File: config.mk
export PLATFORM = sky130hd
export DESIGN_NAME = scan_group_ctrl
export DESIGN_NICKNAME = d
export VERILOG_FILES = /design/src/rtl/scan_pkg.sv /design/src/rtl/scan_seq_fsm.sv /design/src/rtl/scan_window_unit.sv /design/src/rtl/scan_op_trigger.sv /design/src/rtl/scan_group_ctrl.sv
export SDC_FILE = /design/constraint.sdc
export NUM_CORES = 1
export LEC_CHECK = 0
export ABC_AREA = 1
export BUFFER_PORTS_ARGS = -buffer_cell sky130_fd_sc_hd__buf_2
export CAP_MARGIN = 25
export CORE_UTILIZATION = 60
export CTS_BUF_LIST = sky130_fd_sc_hd__clkbuf_8
export CTS_CLUSTER_DIAMETER = 80
export DETAILED_ROUTE_END_ITERATION = 8
export GPL_ROUTABILITY_DRIVEN = 0
export MAX_ROUTING_LAYER = met4
export PLACE_DENSITY = 0.91
export SYNTH_ARGS = -nofsm -noshare
export SYNTH_HDL_FRONTEND = slang
export SYNTH_SLANG_ARGS = --single-unit
File: constraint.sdc
create_clock -name clk -period 5.1 [get_ports clk]
set_input_delay 0.255 -clock clk [delete_from_list [all_inputs] [get_ports clk]]
set_output_delay 0.255 -clock clk [all_outputs]
set_load 0.005 [all_outputs]
File: src/rtl/scan_pkg.sv
package scan_pkg;
  typedef enum logic {
    ST_IDLE = 1'b0,
    ST_RUN  = 1'b1
  } scan_state_e;

  typedef enum logic [1:0] {
    CMD_NONE  = 2'd0,
    CMD_LOAD  = 2'd1,
    CMD_STEP  = 2'd2,
    CMD_RELOC = 2'd3
  } win_cmd_e;
endpackage

File: src/rtl/scan_seq_fsm.sv
module scan_seq_fsm
  import scan_pkg::*;
#(
  parameter int COORD_W = 8,
  parameter int CNT_W   = 4
) (
  input  logic               clk,
  input  logic               rst_n,
  input  logic               start,
  input  logic               inner_all_zero,
  input  logic [CNT_W-1:0]   outer_count,
  input  logic [COORD_W-1:0] outer_step_x,
  input  logic [COORD_W-1:0] outer_step_y,
  output win_cmd_e           cmd,
  output logic [COORD_W-1:0] outer_x_q,
  output logic [COORD_W-1:0] outer_y_q,
  output logic               busy,
  output logic               done
);
  scan_state_e        state_q, state_d;
  logic [CNT_W-1:0]   outer_left_q, outer_left_d;
  logic [COORD_W-1:0] outer_x_d, outer_y_d;
  logic               done_d, done_q;

  always_comb begin
    state_d      = state_q;
    outer_left_d = outer_left_q;
    outer_x_d    = outer_x_q;
    outer_y_d    = outer_y_q;
    done_d       = 1'b0;
    cmd          = CMD_NONE;
    unique case (state_q)
      ST_IDLE: begin
        if (start) begin
          cmd          = CMD_LOAD;
          state_d      = ST_RUN;
          outer_left_d = outer_count;
          outer_x_d    = outer_step_x;
          outer_y_d    = outer_step_y;
        end
      end
      ST_RUN: begin
        if (!inner_all_zero) begin
          cmd = CMD_STEP;
        end else if (outer_left_q != '0) begin
          cmd          = CMD_RELOC;
          outer_left_d = outer_left_q - 1'b1;
        end else begin
          state_d = ST_IDLE;
          done_d  = 1'b1;
        end
      end
      default: state_d = ST_IDLE;
    endcase
  end

  always_ff @(posedge clk or negedge rst_n) begin
    if (!rst_n) begin
      state_q      <= ST_IDLE;
      outer_left_q <= '0;
      outer_x_q    <= '0;
      outer_y_q    <= '0;
      done_q       <= 1'b0;
    end else begin
      state_q      <= state_d;
      outer_left_q <= outer_left_d;
      outer_x_q    <= outer_x_d;
      outer_y_q    <= outer_y_d;
      done_q       <= done_d;
    end
  end

  assign busy = (state_q == ST_RUN);
  assign done = done_q;
endmodule

File: src/rtl/scan_window_unit.sv
module scan_window_unit
  import scan_pkg::*;
#(
  parameter int COORD_W = 8,
  parameter int CNT_W   = 4
) (
  input  logic               clk,
  input  logic               rst_n,
  input  win_cmd_e           cmd,
  input  logic [COORD_W-1:0] start_x,
  input  logic [COORD_W-1:0] start_y,
  input  logic [COORD_W-1:0] step_x,
  input  logic [COORD_W-1:0] step_y,
  input  logic [CNT_W-1:0]   count,
  input  logic [COORD_W-1:0] outer_x,
  input  logic [COORD_W-1:0] outer_y,
  output logic [COORD_W-1:0] pos_x,
  output logic [COORD_W-1:0] pos_y,
  output logic               inner_zero
);
  logic [COORD_W-1:0] pos_x_q, pos_y_q, pos_x_d, pos_y_d;
  logic [COORD_W-1:0] base_x_q, base_y_q, base_x_d, base_y_d;
  logic [COORD_W-1:0] stp_x_q, stp_y_q;
  logic [CNT_W-1:0]   cnt_q, left_q, left_d;
  logic               cfg_en;
  logic [COORD_W-1:0] nb_x, nb_y;

  assign cfg_en = (cmd == CMD_LOAD);
  assign nb_x   = base_x_q + outer_x;
  assign nb_y   = base_y_q + outer_y;

  always_comb begin
    pos_x_d  = pos_x_q;
    pos_y_d  = pos_y_q;
    base_x_d = base_x_q;
    base_y_d = base_y_q;
    left_d   = left_q;
    unique case (cmd)
      CMD_LOAD: begin
        pos_x_d  = start_x;
        pos_y_d  = start_y;
        base_x_d = start_x;
        base_y_d = start_y;
        left_d   = count;
      end
      CMD_STEP: begin
        if (left_q != '0) begin
          pos_x_d = pos_x_q + stp_x_q;
          pos_y_d = pos_y_q + stp_y_q;
          left_d  = left_q - 1'b1;
        end
      end
      CMD_RELOC: begin
        base_x_d = nb_x;
        base_y_d = nb_y;
        pos_x_d  = nb_x;
        pos_y_d  = nb_y;
        left_d   = cnt_q;
      end
      default: ;
    endcase
  end

  always_ff @(posedge clk or negedge rst_n) begin
    if (!rst_n) begin
      pos_x_q  <= '0;
      pos_y_q  <= '0;
      base_x_q <= '0;
      base_y_q <= '0;
      left_q   <= '0;
    end else begin
      pos_x_q  <= pos_x_d;
      pos_y_q  <= pos_y_d;
      base_x_q <= base_x_d;
      base_y_q <= base_y_d;
      left_q   <= left_d;
    end
  end

  always_ff @(posedge clk or negedge rst_n) begin
    if (!rst_n) begin
      stp_x_q <= '0;
      stp_y_q <= '0;
      cnt_q   <= '0;
    end else if (cfg_en) begin
      stp_x_q <= step_x;
      stp_y_q <= step_y;
      cnt_q   <= count;
    end
  end

  assign pos_x      = pos_x_q;
  assign pos_y      = pos_y_q;
  assign inner_zero = (left_q == '0);
endmodule

File: src/rtl/scan_op_trigger.sv
module scan_op_trigger
  import scan_pkg::*;
#(
  parameter int NUM_OPS = 4
) (
  input  logic               clk,
  input  logic               rst_n,
  input  win_cmd_e           cmd,
  input  logic [NUM_OPS-1:0] op_active,
  output logic [NUM_OPS-1:0] flags,
  output logic [NUM_OPS-1:0] exec
);
  logic [NUM_OPS-1:0] flags_q, exec_q, exec_d;
  logic               move, load_en;

  assign load_en = (cmd == CMD_LOAD);
  assign move    = (cmd == CMD_STEP) || (cmd == CMD_RELOC);
  assign exec_d  = move ? flags_q : '0;

  always_ff @(posedge clk or negedge rst_n) begin
    if (!rst_n) flags_q <= '0;
    else if (load_en) flags_q <= op_active;
  end

  always_ff @(posedge clk or negedge rst_n) begin
    if (!rst_n) exec_q <= '0;
    else exec_q <= exec_d;
  end

  assign flags = flags_q;
  assign exec  = exec_q;
endmodule

File: src/rtl/scan_group_ctrl.sv
module scan_group_ctrl
  import scan_pkg::*;
#(
  parameter int NUM_WIN = 3,
  parameter int COORD_W = 8,
  parameter int CNT_W   = 4,
  parameter int NUM_OPS = 4
) (
  input  logic                       clk,
  input  logic                       rst_n,
  input  logic                       start,
  input  logic [NUM_WIN*COORD_W-1:0] win_start_x,
  input  logic [NUM_WIN*COORD_W-1:0] win_start_y,
  input  logic [NUM_WIN*COORD_W-1:0] inner_step_x,
  input  logic [NUM_WIN*COORD_W-1:0] inner_step_y,
  input  logic [NUM_WIN*CNT_W-1:0]   inner_count,
  input  logic [COORD_W-1:0]         outer_step_x,
  input  logic [COORD_W-1:0]         outer_step_y,
  input  logic [CNT_W-1:0]           outer_count,
  input  logic [NUM_OPS-1:0]         op_active,
  output logic [NUM_WIN*COORD_W-1:0] win_x,
  output logic [NUM_WIN*COORD_W-1:0] win_y,
  output logic [NUM_OPS-1:0]         exec_strobe,
  output logic                       busy,
  output logic                       done
);
  win_cmd_e           cmd;
  logic [NUM_WIN-1:0] inner_zero;
  logic               inner_all_zero;
  logic [COORD_W-1:0] outer_x_q, outer_y_q;
  logic [NUM_OPS-1:0] flags_q;

  assign inner_all_zero = &inner_zero;

  scan_seq_fsm #(.COORD_W(COORD_W), .CNT_W(CNT_W)) u_fsm (
    .clk(clk), .rst_n(rst_n), .start(start),
    .inner_all_zero(inner_all_zero), .outer_count(outer_count),
    .outer_step_x(outer_step_x), .outer_step_y(outer_step_y),
    .cmd(cmd), .outer_x_q(outer_x_q), .outer_y_q(outer_y_q),
    .busy(busy), .done(done)
  );

  for (genvar w = 0; w < NUM_WIN; w++) begin : g_win
    scan_window_unit #(.COORD_W(COORD_W), .CNT_W(CNT_W)) u_win (
      .clk(clk), .rst_n(rst_n), .cmd(cmd),
      .start_x(win_start_x[w*COORD_W +: COORD_W]),
      .start_y(win_start_y[w*COORD_W +: COORD_W]),
      .step_x(inner_step_x[w*COORD_W +: COORD_W]),
      .step_y(inner_step_y[w*COORD_W +: COORD_W]),
      .count(inner_count[w*CNT_W +: CNT_W]),
      .outer_x(outer_x_q), .outer_y(outer_y_q),
      .pos_x(win_x[w*COORD_W +: COORD_W]),
      .pos_y(win_y[w*COORD_W +: COORD_W]),
      .inner_zero(inner_zero[w])
    );
  end

  scan_op_trigger #(.NUM_OPS(NUM_OPS)) u_trig (
    .clk(clk), .rst_n(rst_n), .cmd(cmd), .op_active(op_active),
    .flags(flags_q), .exec(exec_strobe)
  );
endmodule

==> run_summary.xml <==
<?xml version="1.0" encoding="UTF-8"?>
<metrics>
  <group name="drt">
    <metric name="drt-total-wl" unit="µm">36900</metric>
    <metric name="post_drt_wl_per_cell" unit="µm">15.6</metric>
    <metric name="route.antenna.remaining_nets" unit="">0</metric>
    <metric name="via_count_of_the_routed_design" unit="">13108</metric>
    <metric name="drc" unit="">0</metric>
    <metric name="avgViaCountPerCell" unit="">5.53</metric>
    <metric name="firstDrtPassIters" unit="">5</metric>
    <metric name="drt_iter0_markers" unit="">1127</metric>
  </group>
  <group name="worst_setup_path">
    <metric name="cp_max_fo" unit="">40</metric>
    <metric name="cp_cell_sequence" unit="">inv_2 &gt; nand2_2 &gt; clkinv_2 &gt; nor2_2 &gt; o21ai_4 &gt; inv_4 &gt; nand2_1 &gt; nand2_1</metric>
    <metric name="timing.critical_path.max_delay_family" unit="">simple AND/OR/NAND/NOR gates</metric>
    <metric name="start_to_end_type_of_the_worst_setup_path" unit="">reg2reg</metric>
    <metric name="endpoint_required_time_on_the_critical_path" unit="ps">5520</metric>
    <metric name="cp.buffers_inverters" unit="">3</metric>
    <metric name="r2r_slack" unit="ps">1890</metric>
    <metric name="critPathArrivalTime" unit="ps">3620</metric>
    <metric name="timing.critical_path.slowest_cell_delay" unit="ps">700</metric>
    <metric name="setup.worst_path.start_class" unit="">register</metric>
    <metric name="worstSetupEndpointType" unit="">register</metric>
    <metric name="cpMostUsedCell" unit="">nand2_1</metric>
    <metric name="slowest_stage" unit="">nand2_2</metric>
  </group>
  <group name="grt">
    <metric name="grt_pass1_wl" unit="µm">59800</metric>
    <metric name="grt_overflow" unit="">0</metric>
    <metric name="initial_antenna_violation_count" unit="">2</metric>
    <metric name="grt_use_total" unit="%">34.9</metric>
    <metric name="grt_max_degree" unit="">107</metric>
    <metric name="grt_pass1_vias" unit="">12965</metric>
  </group>
  <group name="cells_and_area">
    <metric name="final_layout_size_suffix_gt1_share" unit="%">13.1</metric>
    <metric name="total_of_fill_cells_in_the_finished_design" unit="">1578</metric>
    <metric name="fin_nets" unit="">2318</metric>
    <metric name="syn2layout_area_growth" unit="%">16.6</metric>
  </group>
  <group name="die">
    <metric name="core" unit="µm²">21200</metric>
    <metric name="fp-row-count" unit="">53</metric>
    <metric name="die_x" unit="µm">150</metric>
    <metric name="dieHeight" unit="µm">150</metric>
    <metric name="floorplan.initialDensity" unit="%">61.6</metric>
    <metric name="design.die.area" unit="µm²">22400</metric>
    <metric name="num_io_pins" unit="">189</metric>
  </group>
  <group name="sta">
    <metric name="worst_clock_skew" unit="ps">12.4</metric>
    <metric name="finalHoldViolations" unit="">0</metric>
    <metric name="setup_total_negative_slack" unit="ps">0</metric>
    <metric name="finalCritPeriodShare" unit="%">62.9</metric>
    <metric name="worst_hold_check_slack" unit="ps">7.91</metric>
    <metric name="worst_slew_margin_rel" unit="%">30.0</metric>
    <metric name="timing_worst_slew_pin_value" unit="ps">1050</metric>
    <metric name="report.final.slew_viol_count" unit="">0</metric>
    <metric name="rsz0062_at_grt" unit="">false</metric>
    <metric name="max_freq" unit="MHz">312</metric>
    <metric name="finalCriticalPeriod" unit="ps">3210</metric>
    <metric name="report.final.setup_viol" unit="">0</metric>
  </group>
  <group name="synth">
    <metric name="synth.yosys.seq_area_share" unit="%">37.9</metric>
    <metric name="netlist_area" unit="µm²">13100</metric>
    <metric name="ys_types" unit="">31</metric>
    <metric name="yosysWarnings" unit="">0</metric>
    <metric name="yosys_register_bits" unit="">198</metric>
    <metric name="cells_after_synthesis" unit="">1851</metric>
    <metric name="synth.net_count" unit="">2088</metric>
    <metric name="synth_area_per_cell" unit="µm²">7.06</metric>
  </group>
  <group name="placement">
    <metric name="port-buffer-count" unit="">188</metric>
    <metric name="detailed_place_hpwl" unit="µm">25300</metric>
  </group>
  <group name="hold_path">
    <metric name="class_of_the_most_critical_hold_timing_path" unit="">in2reg</metric>
  </group>
  <group name="cts">
    <metric name="insertion_delay" unit="ps">480</metric>
    <metric name="clock-root-buffer" unit="">clkbuf_8</metric>
    <metric name="clock_tree.buffer_depth" unit="">2</metric>
    <metric name="clk_transition_reported_paths" unit="ps">100</metric>
    <metric name="cts_tree" unit="">yes</metric>
    <metric name="cts_max_level" unit="">4</metric>
    <metric name="cts.sinks" unit="">198</metric>
    <metric name="number_of_buffers_inserted_during_clock_tree_synthesis" unit="">17</metric>
    <metric name="post_cts_resize_count" unit="">0</metric>
  </group>
  <group name="power_and_ir_drop">
    <metric name="cellPowerDensity" unit="nW/µm²">179</metric>
    <metric name="cellLeakagePower" unit="nW">8.02</metric>
    <metric name="max-vdd-ir-drop" unit="V">0.000156</metric>
  </group>
  <group name="flow_run">
    <metric name="timing.max_cap.violations" unit="">0</metric>
  </group>
  <group name="outcome">
    <metric name="outcome" unit="">finished clean</metric>
  </group>
</metrics>
==> placed cells by master, fill, tap and decap left out, drive strengths merged <==
master | netlist | routed
a21oi | 42 | 42
a31oi | 34 | 34
buf | 47 | 196
bufinv | 0 | 2
clkbuf | 13 | 18
clkinv | 0 | 9
clkinvlp | 0 | 3
dfrtp | 198 | 198
diode | 0 | 2
dlygate4sd3 | 0 | 74
fa | 12 | 12
ha | 90 | 90
inv | 179 | 180
nand2 | 855 | 855
nand3 | 176 | 176
nand3b | 13 | 13
nand4 | 18 | 18
nor2 | 83 | 83
o211ai | 9 | 9
o21ai | 28 | 28
or2 | 22 | 22
xnor2 | 4 | 4
xor2 | 28 | 28
==> stage by stage <==
stage          utilization, %  setup slack (ps)  total power, W  instances  cell area [µm²]
2_1_floorplan               -              3260         0.00161       1851            13100
5_1_grt                  71.9              1700         0.00280       2371            15200
3_3_place_gp             66.4              2190         0.00170       2262            14100
4_1_cts                  71.6              2020         0.00273       2366            15200
3_5_place_dp             66.4              2090         0.00170       2262            14100
6_report                 71.9              1890         0.00273       2371            15200
==> cell usage after synthesis <==
cell | n | area share, %
a31oi_1 | 34 | 1.6
buf_2 | 33 | 1.3
or2_2 | 22 | 1.1
nand3_1 | 175 | 6.7
nand4_2 | 1 | 0.096
nand2_1 | 846 | 24
o21ai_0 | 25 | 0.96
nor2_1 | 78 | 2.2
o21ai_4 | 1 | 0.12
a21oi_1 | 41 | 1.6
xor2_1 | 28 | 1.9
clkbuf_1 | 13 | 0.37
o21ai_1 | 2 | 0.077
o211ai_1 | 9 | 0.52
buf_4 | 11 | 0.63
inv_2 | 6 | 0.17
nand2_2 | 7 | 0.33
inv_4 | 1 | 0.048
inv_1 | 172 | 4.9
ha_1 | 90 | 8.6
nor2_2 | 3 | 0.14
xnor2_1 | 4 | 0.27
nand3b_1 | 13 | 0.75
fa_1 | 12 | 1.8
a21oi_4 | 1 | 0.12
nand3_2 | 1 | 0.077
buf_6 | 3 | 0.26
nand2_4 | 2 | 0.17
nor2_4 | 2 | 0.17
nand4_1 | 17 | 0.81
dfrtp_1 | 198 | 38
==> final timing paths <==
kind | to | cells past startpoint | startpoint
max | g_win[1].u_win.left_q[3]$_DFFE_PN0P_ | 8 | u_fsm.busy$_DFF_PN0_
min | g_win[2].u_win.cnt_q[3]$_DFFE_PN0N_ | 3 | inner_count[11]
max reg2reg | g_win[1].u_win.left_q[3]$_DFFE_PN0P_ | 8 | u_fsm.busy$_DFF_PN0_
min reg2reg | g_win[1].u_win.cnt_q[1]$_DFFE_PN0N_ | 2 | g_win[1].u_win.cnt_q[1]$_DFFE_PN0N_
max in group asynchronous | g_win[0].u_win.stp_x_q[4]$_DFFE_PN0N_ | 3 | rst_n
min in group asynchronous | g_win[1].u_win.stp_y_q[3]$_DFFE_PN0N_ | 2 | rst_n
==> power breakdown <==
| group | leakage, nW | switching [W] | total [W] | internal (W) |
|---|---|---|---|---|
| logic | 5.70 | 0.0000741 | 0.000152 | 0.0000777 |
| clock network | 0.194 | 0.000582 | 0.00101 | 0.000429 |
| registers | 2.13 | 0 | 0.00157 | 0.00157 |
==> flip-flops by register name (all words and copies together) (netlist names), 8 cells and up <==
name	count
g_win.u_win.cnt_q	12
g_win.u_win.stp_y_q	24
g_win.u_win.left_q	12
g_win.u_win.pos_y	24
g_win.u_win.stp_x_q	24
u_fsm.outer_y_q	8
u_fsm.outer_x_q	8
g_win.u_win.base_y_q	24
g_win.u_win.base_x_q	24
g_win.u_win.pos_x	24
==> metal layers <==
metal  wire length [µm]  track usage [%]  part of all wire, %  up-vias
met5                  0                -                    0        -
met4               1300             15.5                  3.5        0
met3               3100             6.16                  8.4      119
met2              17900             57.9                   49      623
met1              14600             41.4                   39     6056
li1                   -                -                    -     6310
==> timing repair <==
action | in CTS | in global routing
hold buffers | 72 | 2
endpoints found under the setup margin | 0 | 0
endpoints found under the hold margin | 175 | 2
setup buffers | 0 | 0
==> area by class of cell <==
cell class	instances	area, µm²	area share, %
inverter	179	676	4.43
sequential	198	4950	32.5
timing repair buffer	271	1780	11.7
tap	275	344	2.26
antenna	2	5.00	0.0328
multi-input combinational	1414	7120	46.7
clock inverter	15	141	0.927
clock buffer	17	234	1.53
==> cell families (layout without fill, tap and decap cells) <==
logic type | count (synthesis) | after routing | share of synthesized area, %
simple gates | 1167 | 1167 | 36.8
buf+inv | 239 | 482 | 7.68
flops | 198 | 198 | 37.9
compound gates | 113 | 113 | 5.00
fa+ha+maj | 102 | 102 | 10.4
xor+xnor | 32 | 32 | 2.14
other cells | 0 | 2 | 0
==> worst min-delay path, delay by kind of cell <==
| family | cells | cell delay (ps) |
|---|---|---|
| buffers and inverters | 1 | 90 |
| AO/OA/AOI/OAI | 1 | 60 |
| AND/OR/NAND/NOR | 1 | 40 |
(Power assumes the default switching activity.)
